===== src/rtl/ddr2_init_pkg.sv =====
`timescale 1ns/1ps
package ddr2_init_pkg;

  typedef enum logic [3:0] {
    ST_PWRUP,
    ST_CKE_WAIT,
    ST_PRECHARGE,
    ST_LOAD_MODE,
    ST_AUTO_REF,
    ST_CNT_200,
    ST_CAL_WAIT,
    ST_CALIB_REF,
    ST_IDLE
  } seq_state_e;

  typedef struct packed {
    logic cs_n;
    logic ras_n;
    logic cas_n;
    logic we_n;
  } ddr_cmd_t;

  localparam ddr_cmd_t CMD_NOP = ddr_cmd_t'(4'b0111);
  localparam ddr_cmd_t CMD_PRE = ddr_cmd_t'(4'b0010);
  localparam ddr_cmd_t CMD_REF = ddr_cmd_t'(4'b0001);
  localparam ddr_cmd_t CMD_LMR = ddr_cmd_t'(4'b0000);

  localparam int STEP_W = 4;
  localparam logic [STEP_W-1:0] STEP_INIT_DONE = 4'd13;
  localparam logic [STEP_W-1:0] STEP_READY     = 4'd15;

  function automatic int imax(int a, int b);
    return (a > b) ? a : b;
  endfunction

endpackage


===== src/rtl/ddr2_step_tracker.sv =====
`timescale 1ns/1ps
// Progress counter: advances only on selected state entries.
module ddr2_step_tracker
  import ddr2_init_pkg::*;
(
  input  logic              clk,
  input  logic              rst,
  input  logic              visit,
  input  seq_state_e        state,
  input  seq_state_e        prev_state,
  output logic [STEP_W-1:0] step_q,
  output logic [STEP_W-1:0] step_next,
  output logic              init_done_q
);

  logic inc;

  always_comb begin
    inc = 1'b0;
    if (visit) begin
      case (state)
        ST_LOAD_MODE: inc = 1'b1;
        ST_CNT_200:   inc = 1'b1;
        ST_PRECHARGE: inc = (prev_state != ST_CALIB_REF);
        ST_AUTO_REF:  inc = !init_done_q;
        default:      inc = 1'b0;
      endcase
    end
    step_next = step_q + {{(STEP_W-1){1'b0}}, inc};
  end

  always_ff @(posedge clk) begin
    if (rst) begin
      step_q      <= '0;
      init_done_q <= 1'b0;
    end else begin
      step_q      <= step_next;
      init_done_q <= init_done_q | (step_q == STEP_INIT_DONE);
    end
  end

endmodule


===== src/rtl/ddr2_cmd_encoder.sv =====
`timescale 1ns/1ps
// Registered command/bank/address drive for each state entry.
module ddr2_cmd_encoder
  import ddr2_init_pkg::*;
#(
  parameter int               BA_W    = 3,
  parameter int               ROW_W   = 14,
  parameter logic [ROW_W-1:0] MR_VAL  = 14'h0432,
  parameter logic [ROW_W-1:0] EMR_VAL = 14'h0044
)(
  input  logic              clk,
  input  logic              rst,
  input  logic              visit,
  input  seq_state_e        state,
  input  logic [STEP_W-1:0] step,
  output logic              cke_q,
  output ddr_cmd_t          cmd_q,
  output logic [BA_W-1:0]   ba_q,
  output logic [ROW_W-1:0]  addr_q
);

  localparam logic [ROW_W-1:0] DLL_RST_BIT = ROW_W'(1) << 8;
  localparam logic [ROW_W-1:0] OCD_FIELD   = ROW_W'(7) << 7;
  localparam logic [ROW_W-1:0] DLL_OFF_BIT = ROW_W'(1);
  localparam logic [ROW_W-1:0] PRE_ALL     = ROW_W'(1) << 10;
  localparam logic [ROW_W-1:0] MR_RST      = MR_VAL | DLL_RST_BIT;
  localparam logic [ROW_W-1:0] MR_RUN      = MR_VAL & ~DLL_RST_BIT;
  localparam logic [ROW_W-1:0] EMR_BASE    = EMR_VAL & ~OCD_FIELD & ~DLL_OFF_BIT;
  localparam logic [ROW_W-1:0] EMR_OCD_DEF = EMR_BASE | OCD_FIELD;

  ddr_cmd_t         cmd_d;
  logic [BA_W-1:0]  ba_d;
  logic [ROW_W-1:0] addr_d;

  always_comb begin
    cmd_d  = CMD_NOP;
    ba_d   = '0;
    addr_d = '0;
    if (visit) begin
      case (state)
        ST_PRECHARGE: begin
          cmd_d  = CMD_PRE;
          addr_d = PRE_ALL;
        end
        ST_AUTO_REF: cmd_d = CMD_REF;
        ST_LOAD_MODE: begin
          cmd_d = CMD_LMR;
          case (step)
            4'd1:    ba_d = BA_W'(2);
            4'd2:    ba_d = BA_W'(3);
            4'd3:    begin ba_d = BA_W'(1); addr_d = EMR_BASE;    end
            4'd4:    begin ba_d = '0;       addr_d = MR_RST;      end
            4'd10:   begin ba_d = BA_W'(1); addr_d = EMR_OCD_DEF; end
            4'd11:   begin ba_d = BA_W'(1); addr_d = EMR_BASE;    end
            default: begin ba_d = '0;       addr_d = MR_RUN;      end
          endcase
        end
        default: cmd_d = CMD_NOP;
      endcase
    end
  end

  always_ff @(posedge clk) begin
    if (rst) begin
      cke_q  <= 1'b0;
      cmd_q  <= CMD_NOP;
      ba_q   <= '0;
      addr_q <= '0;
    end else begin
      cke_q  <= (state != ST_PWRUP);
      cmd_q  <= cmd_d;
      ba_q   <= ba_d;
      addr_q <= addr_d;
    end
  end

endmodule


===== src/rtl/ddr2_init_seq.sv =====
`timescale 1ns/1ps
// DDR2 power-up command sequencer.
module ddr2_init_seq
  import ddr2_init_pkg::*;
#(
  parameter bit               SIM_SHORT    = 1'b0,
  parameter int               BA_W         = 3,
  parameter int               ROW_W        = 14,
  parameter int               T_PWRUP      = 20000,
  parameter int               T_PWRUP_SIM  = 30,
  parameter int               T_CKE        = 40,
  parameter int               T_CKE_SIM    = 8,
  parameter int               T_RP         = 2,
  parameter int               T_RFC        = 13,
  parameter int               T_MRD        = 2,
  parameter int               T_DLL        = 200,
  parameter int               T_CALREF_INT = 780,
  parameter logic [ROW_W-1:0] MR_VAL       = 14'h0432,
  parameter logic [ROW_W-1:0] EMR_VAL      = 14'h0044
)(
  input  logic             clk,
  input  logic             rst,
  input  logic             cal_done,
  output logic             ddr_cke,
  output logic             ddr_cs_n,
  output logic             ddr_ras_n,
  output logic             ddr_cas_n,
  output logic             ddr_we_n,
  output logic [BA_W-1:0]  ddr_ba,
  output logic [ROW_W-1:0] ddr_addr,
  output logic             init_ready
);

  localparam int PWR_CYC = SIM_SHORT ? T_PWRUP_SIM : T_PWRUP;
  localparam int CKE_CYC = SIM_SHORT ? T_CKE_SIM : T_CKE;
  localparam int T_MAX   = imax(imax(imax(PWR_CYC, CKE_CYC), imax(T_RP, T_RFC)),
                                imax(imax(T_MRD, T_DLL), T_CALREF_INT));
  localparam int HOLD_W  = $clog2(T_MAX + 1);

  seq_state_e        state_q, prev_q, state_nx;
  logic              visit_q;
  logic [HOLD_W-1:0] hold_q;
  logic              leave;
  logic              ready_q;
  logic [STEP_W-1:0] step_cnt, step_next;
  logic              init_done;
  ddr_cmd_t          cmd_q;

  function automatic logic [HOLD_W-1:0] hold_len(seq_state_e s);
    case (s)
      ST_PWRUP:     return HOLD_W'(PWR_CYC - 1);
      ST_CKE_WAIT:  return HOLD_W'(CKE_CYC - 1);
      ST_PRECHARGE: return HOLD_W'(T_RP - 1);
      ST_AUTO_REF:  return HOLD_W'(T_RFC - 1);
      ST_LOAD_MODE: return HOLD_W'(T_MRD - 1);
      ST_CNT_200:   return HOLD_W'(T_DLL - 1);
      ST_CAL_WAIT:  return HOLD_W'(T_CALREF_INT - 1);
      default:      return '0;
    endcase
  endfunction

  ddr2_step_tracker u_step (
    .clk        (clk),
    .rst        (rst),
    .visit      (visit_q),
    .state      (state_q),
    .prev_state (prev_q),
    .step_q     (step_cnt),
    .step_next  (step_next),
    .init_done_q(init_done)
  );

  // Branches are keyed on the step value after this visit's increment.
  always_comb begin
    state_nx = state_q;
    case (state_q)
      ST_PWRUP:     state_nx = ST_CKE_WAIT;
      ST_CKE_WAIT:  state_nx = ST_PRECHARGE;
      ST_PRECHARGE: begin
        if (prev_q == ST_CALIB_REF || step_next == 4'd6) state_nx = ST_AUTO_REF;
        else                                             state_nx = ST_LOAD_MODE;
      end
      ST_LOAD_MODE: begin
        case (step_next)
          4'd5:    state_nx = ST_PRECHARGE;
          4'd9:    state_nx = ST_CNT_200;
          4'd12:   state_nx = ST_AUTO_REF;
          4'd15:   state_nx = ST_IDLE;
          default: state_nx = ST_LOAD_MODE;
        endcase
      end
      ST_AUTO_REF: begin
        if (step_next == 4'd7)      state_nx = ST_AUTO_REF;
        else if (step_next == 4'd8) state_nx = ST_LOAD_MODE;
        else                        state_nx = ST_CAL_WAIT;
      end
      ST_CNT_200:   state_nx = ST_LOAD_MODE;
      ST_CAL_WAIT:  state_nx = cal_done ? ST_PRECHARGE : ST_CALIB_REF;
      ST_CALIB_REF: state_nx = ST_PRECHARGE;
      default:      state_nx = ST_IDLE;
    endcase

    if (state_q == ST_CAL_WAIT) leave = cal_done || (hold_q == '0);
    else                        leave = (state_q != ST_IDLE) && (hold_q == '0);
  end

  always_ff @(posedge clk) begin
    if (rst) begin
      state_q <= ST_PWRUP;
      prev_q  <= ST_PWRUP;
      visit_q <= 1'b1;
      hold_q  <= hold_len(ST_PWRUP);
      ready_q <= 1'b0;
    end else begin
      if (leave) begin
        state_q <= state_nx;
        prev_q  <= state_q;
        visit_q <= 1'b1;
        hold_q  <= hold_len(state_nx);
      end else begin
        visit_q <= 1'b0;
        if (hold_q != '0) hold_q <= hold_q - 1'b1;
      end
      ready_q <= ready_q | ((state_q == ST_IDLE) && (step_cnt == STEP_READY));
    end
  end

  ddr2_cmd_encoder #(
    .BA_W   (BA_W),
    .ROW_W  (ROW_W),
    .MR_VAL (MR_VAL),
    .EMR_VAL(EMR_VAL)
  ) u_enc (
    .clk   (clk),
    .rst   (rst),
    .visit (visit_q),
    .state (state_q),
    .step  (step_cnt),
    .cke_q (ddr_cke),
    .cmd_q (cmd_q),
    .ba_q  (ddr_ba),
    .addr_q(ddr_addr)
  );

  assign ddr_cs_n   = cmd_q.cs_n;
  assign ddr_ras_n  = cmd_q.ras_n;
  assign ddr_cas_n  = cmd_q.cas_n;
  assign ddr_we_n   = cmd_q.we_n;
  assign init_ready = ready_q;

endmodule


===== config.mk =====
export PLATFORM = sky130hd
export DESIGN_NAME = ddr2_init_seq
export DESIGN_NICKNAME = d
export VERILOG_FILES = /design/src/rtl/ddr2_init_pkg.sv /design/src/rtl/ddr2_step_tracker.sv /design/src/rtl/ddr2_cmd_encoder.sv /design/src/rtl/ddr2_init_seq.sv
export SDC_FILE = /design/constraint.sdc
export NUM_CORES = 1
export LEC_CHECK = 0
export ABC_AREA = 1
export ABC_CLOCK_PERIOD_IN_PS = 2800
export BUFFER_PORTS_ARGS = -buffer_cell sky130_fd_sc_hd__buf_2
export CORE_MARGIN = 3
export CORE_UTILIZATION = 51
export CTS_CLUSTER_SIZE = 30
export DETAILED_ROUTE_END_ITERATION = 6
export GPL_TIMING_DRIVEN = 0
export PLACE_DENSITY = 0.74
export SLEW_MARGIN = 10
export SYNTH_ARGS = -nofsm -noshare
export SYNTH_HDL_FRONTEND = slang
export SYNTH_SLANG_ARGS = --single-unit

===== constraint.sdc =====
create_clock -name clk -period 2.8 [get_ports clk]
set_input_delay 0.42 -clock clk [delete_from_list [all_inputs] [get_ports clk]]
set_output_delay 0.42 -clock clk [all_outputs]
set_load 0.03 [all_outputs]

* Word-level counts from Yosys, hierarchy flattened
Cells that the tools add are included.
** Word-level totals
- Memories kept :: 0
- Input bits :: 3
- RAM bits :: 0
- Register bits after elaboration :: 52
- Memory bits (read-only) :: 0
- Word-level logic and storage cells :: 88
- Bits in latches :: 0
** Cells by class
- Mux-type cells :: 17
- Bitwise operators :: 4
- $add $sub $neg :: 2
- Divide/modulo/power cells :: 0
- Equal/unequal tests :: 32
- Magnitude comparators :: 0
- Reduce and logical (&&, ||, !) cells :: 19
- Multipliers :: 0
- Shift operators :: 0
** Operator list (count)
- $pmux 15 s6 :: 1
- $eq 4x3->1 const B :: 12
- $pmux 11 s4 :: 1
- $eq 4x4->1 const B :: 9
- $mux 15 :: 2
- $pmux 14 s2 :: 1
- $pmux 4 s7 :: 1
- $eq 4x2->1 const B :: 6
- $pmux 4 s4 :: 1
- $logic_not 15->1 :: 1
- $reduce_bool 15->1 :: 1
- $sub 15x1->15 const B :: 1
- $eq 4x1->1 const B :: 3
- $mux 3 :: 4
- $reduce_or 2->1 :: 6
- $pmux 3 s3 :: 1
- $logic_not 4->1 :: 2
- $pmux 2 s3 :: 1
- $reduce_or 3->1 :: 2
- $add 4x1->4 :: 1
- $ne 4x3->1 const B :: 1
- $ne 4x4->1 const B :: 1
- $reduce_bool 4->1 :: 1
- $mux 1 :: 3
- other kinds (7) :: 11

* Longest topological paths before layout
- Depth after elaboration :: 13
- Depth in mapped cells :: 21

* By module
Synthesis repeated with hierarchy kept, for this count alone.
** Unflattened totals
- Cell total of the unflattened synthesis :: 363
- Area, all modules :: 2426.1 µm²
** Modules (own cells, without submodules)
- ddr2_init_seq :: cells an instance 262, instances 1, area each 1625.3 µm²
- ddr2_cmd_encoder :: cells an instance 63, instances 1, area each 525.5 µm²
- ddr2_step_tracker :: cells an instance 38, instances 1, area each 275.3 µm²

* Least setup slack after synthesis
OpenSTA, ideal clock, no wires.
- Path type :: register to register
- Start :: reg state_q[2]
- End :: reg hold_q[1]
- Setup slack :: 143 ps
- Library setup time :: 112 ps
- Cell stages (with the launch flop) :: 20
- Arrival time :: 2545 ps
- Period minus slack after synthesis :: 2657 ps
- Cells stage by stage :: dfxtp_1 -> nor2_1 -> inv_1 -> nor3_4 -> inv_2 -> a31oi_1 -> ha_1 -> ha_1 -> xor2_4 -> nand3_2 -> nand2_2 -> nand3_2 -> nor2_4 -> inv_2 -> nor2_8 -> nor2_4 -> nor2_2 -> nand2_1 -> nand2_1 -> nand2_1
** On the way
- Cells in the longest elaborated chain, start to end :: 13
- Elaborated cells on any way between the ends :: 40
** RTL lines
- from (decl) :: RTL line ddr2_init_seq.sv:40 : seq_state_e state_q, prev_q, state_nx;
- from (signal assigned) :: RTL line ddr2_init_seq.sv:116 : state_q <= state_nx;
- $eq 4x3->1 or $eq 4x2->1 (tied branches) :: RTL line ddr2_step_tracker.sv:21, ddr2_init_seq.sv:76
- $reduce_or 2->1 (no source line)
- $pmux 1 s3 :: RTL line ddr2_step_tracker.sv:21 : case (state)
- $mux 1 :: RTL line ddr2_step_tracker.sv:20 : if (visit) begin
- $add 4x1->4 :: RTL line ddr2_step_tracker.sv:29 : step_next = step_q + {{(STEP_W-1){1'b0}}, inc};
- $eq 4x4->1 or $eq 4x3->1 (tied branches) :: RTL line ddr2_init_seq.sv:94, ddr2_init_seq.sv:80
- $mux 3 or $logic_or 1x1->1 (tied branches) :: RTL line ddr2_init_seq.sv:94, ddr2_init_seq.sv:80
- $mux 3, on equally long branches :: RTL line ddr2_init_seq.sv:93, ddr2_init_seq.sv:80
- $pmux 4 s7 :: RTL line ddr2_init_seq.sv:76 : case (state_q)
- $eq 4x2->1 :: RTL line ddr2_init_seq.sv:50 : case (s)
- $reduce_or 2->1 (no source line)
- $pmux 15 s6 :: RTL line ddr2_init_seq.sv:50
- $mux 15 :: RTL line ddr2_init_seq.sv:115 : if (leave) begin
- to (signal assigned) :: RTL line ddr2_init_seq.sv:112 : hold_q <= hold_len(ST_PWRUP);
- to (signal assigned) :: RTL line ddr2_init_seq.sv:119 : hold_q <= hold_len(state_nx);
- to (signal assigned) :: RTL line ddr2_init_seq.sv:122 : if (hold_q != '0) hold_q <= hold_q - 1'b1;
- to (decl) :: RTL line ddr2_init_seq.sv:42 : logic [HOLD_W-1:0] hold_q;
Several ways; a longest one is shown, not always the timed one.
A chain may end at the register's enable or synchronous reset.

* Final worst setup path
- Start :: reg state_q[2]
- End :: reg hold_q[9]
Same word-level chain as after synthesis.

==> flow_summary.toml <==
[status]
run_status = "completed"

[clock_network]
clockBufferDepth = 2
clkTransAtPathRegs_ps = 80
htreeDepth = 2
root_buffer = "clkbuf_8"
clk_latency_ps = 290
cts_sinks = 41
cts_tree = "yes"
numCtsBuffers = 5

[grt]
grt_use_total_pct = 21.3
grt_pass1_vias = 1953
antenna_found_initial = 0
grt_max_degree = 12
grt-ovfl-total = 0
grt_pass1_wl_um = 9250

[sta]
slew_headroom_pct = 62.0
setup_viol_count_final = 0
post-route-period-util_pct = 96.1
fmax_mhz = 372
rsz0062_at_grt = "true"
slew_viol_final = 0
finClkSkew_ps = 6.98
tightest_slew_ps = 570
setup_slack_ps = 109
hold_violations = 0
min_period_ps = 2690
tns_ps = 0
holdWs_ps = 375

[synthesis]
synthArstFlopShare_pct = 0
syn_area_sq_um = 2410
synth_cell_types = 42
synth_area_per_cell_sq_um = 7.19
synthTopCellsByArea = "dfxtp_1, nand2_1, inv_1, nor2_1, nand3_1"
synth_edf_count = 0
synth_top_area_share_pct = 34.1
yosysSeqAreaShare_pct = 34.1
ys_seq_elements = 41
synthCells = 335
synth.largest_area_cell = "dfxtp_1"
ys.warnings.count = 0
synth_flop_cell = "dfxtp_1"

[layout]
drive_gt1_share_pct = 31.7
layout.nets = 383
final_util_pct = 66.0
postLayoutCellArea_sq_um = 2930
antenna_cells = 0
syn2layout_area_growth_pct = 21.8

[detailed_routing]
num_vias = 2253
finalWirelength_um = 5830
drtPass1Iterations = 4
drc = 0
viasPerCell = 5.24
ant_nets = 0
drt_iter0_markers = 174
wl_per_cell_um = 13.6

[floorplanning]
ios = 26
die_area_sq_um = 5580
core_sq_um = 4440
die_h_um = 74.7
die-width_um = 74.7
initial_core_util_pct = 54.2
rows = 24

[power]
cellPowerDensity_nw_per_um2 = 345
seq_power_share_pct = 57.7
clkPwrFrac_pct = 37.1
power.switching_fraction_pct = 23.3
p_comb_share_pct = 5.2
p_int_w = 0.000777
p_leak_nw = 1.37
ir_drop_v = 0.000231
p_sw_w = 0.000236

[min_path]
hp-start = "rst"
hold_path_end = "state_q[3]"
hold_path.class = "in -> reg"
holdPathStages = 2

[worst_setup_path]
cp-start-kind = "flip-flop"
cp.arrival_ps = 2870
critPathKind = "reg -> reg"
rr_worst_depth = 20
crit_fanout = 5
required_ps = 2980
regToRegEndpoint = "hold_q[9]"
end_kind = "flip-flop"
r2r-start = "state_q[2]"
rrSetupSlack_ps = 110

[place]
pre_cts_slack_ps = -292
gp_congestion = 0.895
placed_cell_area_sq_um = 2580
port_buffers = 18
dp_hpwl_um = 4080

[job]
drv_cap = 0
## critical path: stages, from the launching register on
cell and delay (ps):
dfxtp_4 390, inv_2 60, nor2_4 110, nand2_1 120
inv_2 100, a21oi_2 80, a31oi_4 200, ha_4 170
ha_4 200, xor2_4 230, nand3_2 140, nand2_2 120
nand3_2 100, nor2_4 110, inv_2 60, nor2_8 110
nor2_4 50, nand2_2 60, nand2_1 50, nand2_1 60
nand2_1 50
## cell usage after synthesis (2+ instances only)
cell type / n
a211oi_1: 3
dfxtp_1: 41
clkbuf_1: 2
nand3_1: 20
o21ai_2: 4
nand3_2: 6
o21ai_0: 15
nand4_1: 5
nor3_1: 10
nor2_2: 3
nor2_1: 45
buf_4: 11
buf_6: 2
inv_1: 46
a21oi_1: 14
xnor2_1: 2
nor4_1: 2
nand2_2: 6
xor2_1: 7
ha_1: 3
nand2_1: 56
inv_2: 9
nor2_4: 4
## state kept, by name, summed over array words and instances, names as in the netlist, 2 cells and up
signal         cells
prev_q             4
u_enc.cmd_q        3
hold_q            15
u_enc.ba_q         2
u_enc.addr_q       5
u_step.step_q      4
state_q            4
## metrics by stage
step | cells | power [W]
after global placement | 411 | 0.000652
after floorplan | 341 | 0.000644
after global routing | 430 | 0.00106
after detailed placement | 411 | 0.000654
final | 430 | 0.00101
after CTS | 423 | 0.00102
## metal layers
metal | vias up | part of all wire, % | GRT usage (%)
met5 | - | 0 | 0
met4 | 0 | 1.4 | 6.13
met3 | 8 | 4.7 | 4.01
met2 | 68 | 49 | 33.8
met1 | 1047 | 45 | 29.7
li1 | 1130 | - | -
## power groups by stage
stage / registers [W] / clock network (W) / logic [W]
finish: 0.000584 / 0.000376 / 0.0000523
global route: 0.000585 / 0.000412 / 0.0000583
detailed placement: 0.000602 / 0 / 0.0000514
floorplan: 0.000602 / 0 / 0.0000422
global placement: 0.000602 / 0 / 0.0000504
CTS: 0.000588 / 0.000380 / 0.0000517
## worst max-delay path by stage
stage	start	end	slack (ps)	cells past startpoint
after CTS	prev_q[0]	hold_q[9]	30	18
after detailed placement	state_q[2]	hold_q[9]	-290	19
after floorplan	state_q[2]	hold_q[1]	140	19
final	state_q[2]	hold_q[9]	110	20
after global placement	state_q[2]	hold_q[9]	-260	19
after global routing	state_q[2]	hold_q[1]	-100	20
## placed cells by master (no fill, tap or decap), types with 3 or more instances in the layout
cell      instances
nand2_2           9
nor3_1            9
dfxtp_1          35
o21ai_2           4
nand2_1          52
nand3_2           4
nand3_1          19
nor2_2            7
o21ai_0          15
inv_1            43
a21oi_2           3
a21oi_1          12
inv_2            11
clkbuf_1          5
a211oi_1          3
xor2_1            7
clkbuf_8          5
dfxtp_4           4
nand4_1           5
nor2_1           37
buf_2            19
buf_6             3
nor2_4            8
conb_1            7
buf_4            21
nand3_4           3
## repair_timing
action                     in CTS  in global routing
resized for setup              11                 37
setup buffers                   4                  7
hold buffers                    0                  0
setup endpoints to repair      11                 10
pin swaps                       3                 22
## kinds of logic after synthesis
kind of cell,count (synthesis),share of synthesized area (%)
and+or+nand+nor,163,33.9
DFF,41,34.1
adders and majority gates,3,1.56
other,1,0.156
AOI/OAI and AO/OA,44,11.4
buffers and inverters,72,13.7
xor gates and xnor gates,11,5.09
## area by class of cell
type                            count  area (sq um)
Fill cell                         398          1510
Multi-Input combinational cell    228          1440
Sequential cell                    41           838
Inverter                           56           215
Timing Repair Buffer               29           176
Buffer                             16           118
Clock buffer                        8          80.1
Tap cell                           52          65.1
Note: power is estimated with default switching activity, not from simulation.
